--- config.mk ---
export PLATFORM = sky130hd
export DESIGN_NAME = ccm_ycocg
export DESIGN_NICKNAME = d
export VERILOG_FILES = /design/src/rtl/ccy_pkg.sv /design/src/rtl/ccy_matrix.sv /design/src/rtl/ccy_lift.sv /design/src/rtl/ccy_recip.sv /design/src/rtl/ccy_stats.sv /design/src/rtl/ccy_stretch.sv /design/src/rtl/ccm_ycocg.sv
export SDC_FILE = /design/constraint.sdc
export NUM_CORES = 2
export LEC_CHECK = 0
export BUFFER_PORTS_ARGS = -buffer_cell sky130_fd_sc_hd__clkbuf_2
export CORE_ASPECT_RATIO = 0.8
export CORE_UTILIZATION = 60
export DETAILED_ROUTE_END_ITERATION = 7
export PLACE_DENSITY_LB_ADDON = 0.05
export SETUP_SLACK_MARGIN = 0.4
export SYNTH_ARGS = -nofsm -noshare
export SYNTH_HDL_FRONTEND = slang
export SYNTH_SLANG_ARGS = --single-unit
--- constraint.sdc ---
create_clock -name clk -period 9.9 [get_ports clk]
set_input_delay 1.98 -clock clk [delete_from_list [all_inputs] [get_ports clk]]
set_output_delay 1.98 -clock clk [all_outputs]
set_load 0.02 [all_outputs]
--- src/rtl/ccy_pkg.sv ---
package ccy_pkg;

    localparam int PIX_W_DEF  = 8;
    localparam int COEF_W_DEF = 12;
    localparam int FRAC_DEF   = 8;

    // Flags that travel beside a pixel through every stage
    typedef struct packed {
        logic vld;
        logic sof;
        logic eof;
    } pix_tag_t;

    typedef enum logic [1:0] {
        DIV_IDLE,
        DIV_RUN,
        DIV_DONE
    } div_state_e;

endpackage

--- src/rtl/ccy_matrix.sv ---
module ccy_matrix
    import ccy_pkg::*;
#(
    parameter int PW   = PIX_W_DEF,
    parameter int CW   = COEF_W_DEF,
    parameter int FRAC = FRAC_DEF
) (
    input  logic              clk,
    input  logic              rst,
    input  pix_tag_t          in_tag,
    input  logic [PW-1:0]     in_r,
    input  logic [PW-1:0]     in_g,
    input  logic [PW-1:0]     in_b,
    input  logic [9*CW-1:0]   coef,
    output pix_tag_t          out_tag,
    output logic [PW-1:0]     out_r,
    output logic [PW-1:0]     out_g,
    output logic [PW-1:0]     out_b
);

    localparam int AW   = PW + CW + 3;
    localparam int BMAX = (1 << PW) - 1;
    localparam logic signed [AW-1:0] HALF = AW'(1 << (FRAC - 1));
    localparam logic signed [AW-1:0] SMAX = AW'(BMAX);

    logic [PW-1:0] pix_in [3];
    logic [PW-1:0] cc_sat [3];

    assign pix_in[0] = in_r;
    assign pix_in[1] = in_g;
    assign pix_in[2] = in_b;

    for (genvar row = 0; row < 3; row++) begin : g_row
        logic signed [AW-1:0] prod [3];
        logic signed [AW-1:0] acc;
        logic signed [AW-1:0] scaled;

        for (genvar col = 0; col < 3; col++) begin : g_col
            logic signed [CW-1:0] cs;
            logic signed [PW:0]   xs;
            assign cs        = $signed(coef[(row*3+col)*CW +: CW]);
            assign xs        = $signed({1'b0, pix_in[col]});
            assign prod[col] = AW'(xs) * AW'(cs);
        end

        assign acc    = prod[0] + prod[1] + prod[2] + HALF;
        assign scaled = acc >>> FRAC;
        assign cc_sat[row] = scaled[AW-1]   ? '0 :
                             (scaled > SMAX) ? PW'(BMAX) :
                                               scaled[PW-1:0];
    end

    always_ff @(posedge clk) begin
        if (rst) begin
            out_tag <= '0;
            out_r   <= '0;
            out_g   <= '0;
            out_b   <= '0;
        end else begin
            out_tag <= in_tag;
            out_r   <= cc_sat[0];
            out_g   <= cc_sat[1];
            out_b   <= cc_sat[2];
        end
    end

endmodule

--- src/rtl/ccy_lift.sv ---
module ccy_lift
    import ccy_pkg::*;
#(
    parameter int PW = PIX_W_DEF
) (
    input  logic               clk,
    input  logic               rst,
    input  pix_tag_t           in_tag,
    input  logic [PW-1:0]      in_r,
    input  logic [PW-1:0]      in_g,
    input  logic [PW-1:0]      in_b,
    output pix_tag_t           out_tag,
    output logic [PW-1:0]      out_y,
    output logic signed [PW:0] out_co,
    output logic signed [PW:0] out_cg
);

    logic signed [PW:0] r9, g9, b9;
    logic signed [PW:0] co, t, cg, y9;
    logic               unused_ytop;

    assign r9 = $signed({1'b0, in_r});
    assign g9 = $signed({1'b0, in_g});
    assign b9 = $signed({1'b0, in_b});

    // Lifting steps: every step is an add of a shifted earlier term
    assign co = r9 - b9;
    assign t  = b9 + (co >>> 1);
    assign cg = g9 - t;
    assign y9 = t + (cg >>> 1);

    assign unused_ytop = y9[PW];

    always_ff @(posedge clk) begin
        if (rst) begin
            out_tag <= '0;
            out_y   <= '0;
            out_co  <= '0;
            out_cg  <= '0;
        end else begin
            out_tag <= in_tag;
            out_y   <= y9[PW-1:0];
            out_co  <= co;
            out_cg  <= cg;
        end
    end

endmodule

--- src/rtl/ccy_recip.sv ---
module ccy_recip
    import ccy_pkg::*;
#(
    parameter int PW = PIX_W_DEF,
    parameter int RF = FRAC_DEF
) (
    input  logic             clk,
    input  logic             rst,
    input  logic             start,
    input  logic [PW-1:0]    den,
    output logic             done,
    output logic [PW+RF-1:0] quot
);

    localparam int QW   = PW + RF;
    localparam int CNTW = $clog2(QW + 1);
    localparam int BMAX = (1 << PW) - 1;
    localparam logic [QW-1:0] NUM = QW'(BMAX) << RF;

    div_state_e      state;
    logic [PW-1:0]   rem;
    logic [PW-1:0]   den_q;
    logic [QW-1:0]   num_sh;
    logic [CNTW-1:0] cnt;
    logic [PW:0]     rem_sh;
    logic            fits;

    assign rem_sh = {rem, num_sh[QW-1]};
    assign fits   = rem_sh >= {1'b0, den_q};
    assign done   = (state == DIV_DONE);

    always_ff @(posedge clk) begin
        if (rst) begin
            state  <= DIV_IDLE;
            rem    <= '0;
            den_q  <= '0;
            num_sh <= '0;
            cnt    <= '0;
            quot   <= '0;
        end else if (start) begin
            state  <= DIV_RUN;
            rem    <= '0;
            den_q  <= den;
            num_sh <= NUM;
            cnt    <= CNTW'(QW);
            quot   <= '0;
        end else begin
            case (state)
                DIV_RUN: begin
                    rem    <= fits ? PW'(rem_sh - {1'b0, den_q}) : rem_sh[PW-1:0];
                    quot   <= {quot[QW-2:0], fits};
                    num_sh <= num_sh << 1;
                    cnt    <= cnt - 1'b1;
                    if (cnt == CNTW'(1))
                        state <= DIV_DONE;
                end
                DIV_DONE: state <= DIV_IDLE;
                default:  state <= DIV_IDLE;
            endcase
        end
    end

endmodule

--- src/rtl/ccy_stats.sv ---
module ccy_stats
    import ccy_pkg::*;
#(
    parameter int PW = PIX_W_DEF,
    parameter int RF = FRAC_DEF
) (
    input  logic             clk,
    input  logic             rst,
    input  pix_tag_t         in_tag,
    input  logic [PW-1:0]    in_y,
    output logic [PW-1:0]    stat_min,
    output logic [PW-1:0]    stat_max,
    output logic [PW-1:0]    act_min,
    output logic [PW+RF-1:0] act_rs
);

    localparam int QW   = PW + RF;
    localparam int BMAX = (1 << PW) - 1;
    localparam logic [QW-1:0] RS_ONE = QW'(1) << RF;

    logic [PW-1:0] run_min, run_max;
    logic [PW-1:0] base_min, base_max;
    logic [PW-1:0] upd_min, upd_max;
    logic [PW-1:0] range_w;
    logic [PW-1:0] pend_min;
    logic          go;
    logic          div_done;
    logic [QW-1:0] div_q;

    // A starting pixel clears the running pair before being folded in
    assign base_min = in_tag.sof ? PW'(BMAX) : run_min;
    assign base_max = in_tag.sof ? '0        : run_max;
    assign upd_min  = (in_tag.vld && in_y < base_min) ? in_y : base_min;
    assign upd_max  = (in_tag.vld && in_y > base_max) ? in_y : base_max;
    assign range_w  = (stat_max > stat_min) ? stat_max - stat_min : '0;

    ccy_recip #(.PW(PW), .RF(RF)) i_recip (
        .clk   (clk),
        .rst   (rst),
        .start (go && range_w != '0),
        .den   (range_w),
        .done  (div_done),
        .quot  (div_q)
    );

    always_ff @(posedge clk) begin
        if (rst) begin
            run_min  <= PW'(BMAX);
            run_max  <= '0;
            stat_min <= '0;
            stat_max <= '0;
            go       <= 1'b0;
            pend_min <= '0;
            act_min  <= '0;
            act_rs   <= RS_ONE;
        end else begin
            run_min <= upd_min;
            run_max <= upd_max;
            go      <= in_tag.eof;
            if (in_tag.eof) begin
                stat_min <= upd_min;
                stat_max <= upd_max;
            end
            if (go) begin
                pend_min <= stat_min;
                if (range_w == '0) begin
                    act_min <= '0;
                    act_rs  <= RS_ONE;
                end
            end
            if (div_done) begin
                act_min <= pend_min;
                act_rs  <= div_q;
            end
        end
    end

endmodule

--- src/rtl/ccy_stretch.sv ---
module ccy_stretch
    import ccy_pkg::*;
#(
    parameter int PW = PIX_W_DEF,
    parameter int RF = FRAC_DEF
) (
    input  logic               clk,
    input  logic               rst,
    input  logic               in_vld,
    input  logic [PW-1:0]      in_y,
    input  logic signed [PW:0] in_co,
    input  logic signed [PW:0] in_cg,
    input  logic [PW-1:0]      act_min,
    input  logic [PW+RF-1:0]   act_rs,
    output logic               out_valid,
    output logic [PW-1:0]      out_y,
    output logic signed [PW:0] out_co,
    output logic signed [PW:0] out_cg,
    output logic [PW-1:0]      out_ys
);

    localparam int QW   = PW + RF;
    localparam int MW   = PW + QW + 3;
    localparam int BMAX = (1 << PW) - 1;
    localparam logic signed [MW-1:0] HALF = MW'(1 << (RF - 1));
    localparam logic signed [MW-1:0] SMAX = MW'(BMAX);

    logic signed [PW+1:0] diff;
    logic signed [MW-1:0] prod, scaled;
    logic [PW-1:0]        ys_c;

    assign diff   = $signed({2'b00, in_y}) - $signed({2'b00, act_min});
    assign prod   = MW'(diff) * MW'($signed({1'b0, act_rs})) + HALF;
    assign scaled = prod >>> RF;
    assign ys_c   = scaled[MW-1]   ? '0 :
                    (scaled > SMAX) ? PW'(BMAX) :
                                      scaled[PW-1:0];

    always_ff @(posedge clk) begin
        if (rst) begin
            out_valid <= 1'b0;
            out_y     <= '0;
            out_co    <= '0;
            out_cg    <= '0;
            out_ys    <= '0;
        end else begin
            out_valid <= in_vld;
            out_y     <= in_y;
            out_co    <= in_co;
            out_cg    <= in_cg;
            out_ys    <= ys_c;
        end
    end

endmodule

--- src/rtl/ccm_ycocg.sv ---
module ccm_ycocg
    import ccy_pkg::*;
#(
    parameter int PW   = PIX_W_DEF,
    parameter int CW   = COEF_W_DEF,
    parameter int FRAC = FRAC_DEF,
    parameter int RF   = FRAC_DEF
) (
    input  logic               clk,
    input  logic               rst,
    input  logic               in_valid,
    input  logic               frame_start,
    input  logic               frame_end,
    input  logic [PW-1:0]      in_r,
    input  logic [PW-1:0]      in_g,
    input  logic [PW-1:0]      in_b,
    input  logic [9*CW-1:0]    coef,
    output logic               out_valid,
    output logic [PW-1:0]      out_y,
    output logic signed [PW:0] out_co,
    output logic signed [PW:0] out_cg,
    output logic [PW-1:0]      out_ys,
    output logic [PW-1:0]      stat_ymin,
    output logic [PW-1:0]      stat_ymax
);

    pix_tag_t           tag0, tag1, tag2;
    logic [PW-1:0]      rc, gc, bc;
    logic [PW-1:0]      y2;
    logic signed [PW:0] co2, cg2;
    logic [PW-1:0]      act_min;
    logic [PW+RF-1:0]   act_rs;

    assign tag0.vld = in_valid;
    assign tag0.sof = in_valid & frame_start;
    assign tag0.eof = in_valid & frame_end;

    ccy_matrix #(.PW(PW), .CW(CW), .FRAC(FRAC)) i_matrix (
        .clk     (clk),
        .rst     (rst),
        .in_tag  (tag0),
        .in_r    (in_r),
        .in_g    (in_g),
        .in_b    (in_b),
        .coef    (coef),
        .out_tag (tag1),
        .out_r   (rc),
        .out_g   (gc),
        .out_b   (bc)
    );

    ccy_lift #(.PW(PW)) i_lift (
        .clk     (clk),
        .rst     (rst),
        .in_tag  (tag1),
        .in_r    (rc),
        .in_g    (gc),
        .in_b    (bc),
        .out_tag (tag2),
        .out_y   (y2),
        .out_co  (co2),
        .out_cg  (cg2)
    );

    ccy_stats #(.PW(PW), .RF(RF)) i_stats (
        .clk      (clk),
        .rst      (rst),
        .in_tag   (tag2),
        .in_y     (y2),
        .stat_min (stat_ymin),
        .stat_max (stat_ymax),
        .act_min  (act_min),
        .act_rs   (act_rs)
    );

    ccy_stretch #(.PW(PW), .RF(RF)) i_stretch (
        .clk       (clk),
        .rst       (rst),
        .in_vld    (tag2.vld),
        .in_y      (y2),
        .in_co     (co2),
        .in_cg     (cg2),
        .act_min   (act_min),
        .act_rs    (act_rs),
        .out_valid (out_valid),
        .out_y     (out_y),
        .out_co    (out_co),
        .out_cg    (out_cg),
        .out_ys    (out_ys)
    );

endmodule

==> results.json <==
{
  "synth_warnings": 0,
  "yosysMostFrequentCell": "inv_1",
  "yosysTopAreaCell": "fa_1",
  "ant_nets": 0,
  "skew_ns": 0.01892,
  "setup_viol": 0,
  "root_buffer": "clkbuf_16",
  "period_needed_ns": 9.078,
  "nFillCells": 7260,
  "register_area_um2": 4064,
  "async_flop_share": 0,
  "cap_violations": 0,
  "multi_input_area_um2": 40630,
  "final_hold_viol_count": 0,
  "final.setup.tns_ns": 0,
  "wl_per_cell_um": 16.93,
  "grt_pass1_wl_um": 197800,
  "worst_pin_slew_ns": 1.158,
  "drv_slew": 0,
  "gp_congestion": 0.9816,
  "hold_slack_ns": 0.4308,
  "clk_pin_slew_worst_paths_ns": 0.06,
  "synth_area_um2": 50190,
  "cp.arrival_ns": 9.48,
  "end_kind": "flop",
  "synthTopCellsByCount": "inv_1 (1,330), fa_1 (867), ha_1 (636)",
  "cts_tree": "built",
  "crit_family": "adder cells",
  "final_util": 0.6482,
  "cp_slowest_cell": "fa_1",
  "dp_hpwl_um": 101700,
  "cp-start-kind": "input pin",
  "outcome": "finished, final reports clean",
  "period_share": 0.9170,
  "clock-sinks": 203,
  "cp.required_ns": 10.30,
  "fin_nets": 7550,
  "viasPerCell": 5.324,
  "cts_buffers": 21,
  "hold_path.class": "reg -> reg",
  "syn-num-nets": 7389,
  "crit_path_frequent_cell": "ha_1",
  "synth_top_area_share": 0.3458,
  "grt.overflow.total": 0,
  "die_w_um": 325.4,
  "grt_setup_unrepaired": "yes",
  "core_um2": 82560,
  "grt_start_max_net_pins": 60,
  "yosysUniqueCellTypes": 81,
  "ys_ff_latch": 203,
  "vias": 37430,
  "syn_avg_cell_area_um2": 8.731,
  "synth_ff_type": "dfxtp_1",
  "rows": 94,
  "worstPathMaxFanout": 20,
  "grt_antenna_before_repair": 1,
  "path_class": "in -> reg",
  "die_area_um2": 84820,
  "routed_wl_um": 119000,
  "clk_path_buf_depth": 3,
  "max_stage_delay_ns": 0.53,
  "numPortBuffers": 187,
  "dr.pass1.iters": 5,
  "postCtsSetupBuffers": 0,
  "drcViolationCount": 0,
  "io_pins": 188,
  "grt_pass1_vias": 38420,
  "drtIter0Drc": 2238,
  "worst_skew_pair.late_latency_ns": 0.53,
  "area_delta_synth_final_pct": 6.633,
  "htree_levels": 1,
  "synth_cells": 5749,
  "critPathBufInv": 7,
  "synth-edff-count": 0,
  "synthTopCellsByArea": "fa_1 (35%), ha_1 (16%), inv_1 (9.9%), dfxtp_1 (8.1%), and2_1 (7.7%)",
  "drive_gt1_frac": 0.06515,
  "fmax_mhz": 110.2,
  "start_util": 0.6079,
  "synth-seq-area-share": 0.08097,
  "grt_usage": 0.2905,
  "fp.dieH_um": 260.7,
  "relSlewSlack": 0.2280
}
per-layer routing:
layer,vias up,routed length [um],share of wire,global-route usage
li1,18000,-,-,-
met1,18590,56500,0.47,0.4187
met2,736,55340,0.46,0.4847
met3,105,5426,0.046,0.02691
met4,0,1759,0.015,0.04520
met5,-,0,0,0
cell usage in the layout (no fill, tap or decap), types with 14 or more instances in the layout:
cell          n
inv_1      1330
fa_1        866
ha_1        636
and2_1      615
nand2_1     532
a21oi_1     235
dfxtp_1     203
clkbuf_2    180
xnor2_1     179
nor2_1      157
buf_4       100
o21ai_0      84
xor2_1       82
a21o_1       68
o21bai_1     60
nand3_1      58
nand2b_1     56
nor2b_1      48
nor3_1       34
a211oi_1     32
a31oi_1      24
mux2i_1      23
and3_1       22
clkbuf_16    21
nand4_1      19
or2_2        18
o31ai_1      14
logic make-up after synthesis:
family	after synthesis	synth area share
flops	203	0.08097
simple gates	1625	0.1679
xor+xnor	266	0.04642
mux	31	0.006382
compound gates	639	0.08289
fa+ha+maj	1503	0.5044
buf+inv	1482	0.1111
worst reg2reg max path, delay by kind of cell, from the launching register on:
kind / cells / cell delay (ns)
simple gates: 7 / 1.46
xor+xnor: 1 / 0.41
buf+inv: 2 / 0.25
flops: 1 / 0.42
fa+ha+maj: 8 / 3.44
compound gates: 8 / 2.31
mux: 1 / 0.32
sequential cells by signal (all words and copies together), names as in the netlist, 9 cells and up:
name / flops
i_stretch.out_co: 9
i_lift.out_cg: 9
i_stats.act_rs: 16
i_stats.i_recip.quot: 16
i_lift.out_co: 9
i_stretch.out_cg: 9
repair_timing:
action,CTS,global route
setup endpoints to repair,0,24
hold buffers,0,0
resized for setup,0,24
final timing paths:
path / from / end / slack, ns / depth (start not counted)
setup / recovery: in_r[1] / i_matrix.out_b[3]$_SDFF_PP0_ / 0.82 / 32
hold / removal: i_matrix.out_tag[2]$_SDFF_PP0_ / i_lift.out_tag[2]$_SDFF_PP0_ / 0.43 / 1
setup reg to reg: i_lift.out_y[0]$_SDFF_PP0_ / i_stretch.out_ys[7]$_SDFF_PP0_ / 1.16 / 27
hold reg to reg: i_matrix.out_tag[2]$_SDFF_PP0_ / i_lift.out_tag[2]$_SDFF_PP0_ / 0.43 / 1
area by class of cell:
class / count / share of cell area
repair buffers: 289 / 0.03301
clock inverters: 10 / 0.001823
clock buffers: 28 / 0.01087
inverters: 1331 / 0.09335
well taps: 1104 / 0.02581
diodes: 1 / 0.00004676
multi-input cells: 4064 / 0.7592
flip-flops and latches: 203 / 0.07593
through the flow:
stage	cell area (um^2)	std cells	worst slack, ns
2_1_floorplan	50190	5749	0.5641
3_3_place_gp	52760	6991	0.2188
3_5_place_dp	52760	6991	0.1117
4_1_cts	53440	7029	0.6373
5_1_grt	53520	7030	0.3724
6_report	53520	7030	0.8215
Power is left out: the tool's default activity adds up to more than one toggle a clock period on the data nets, which glitch-free logic cannot reach.
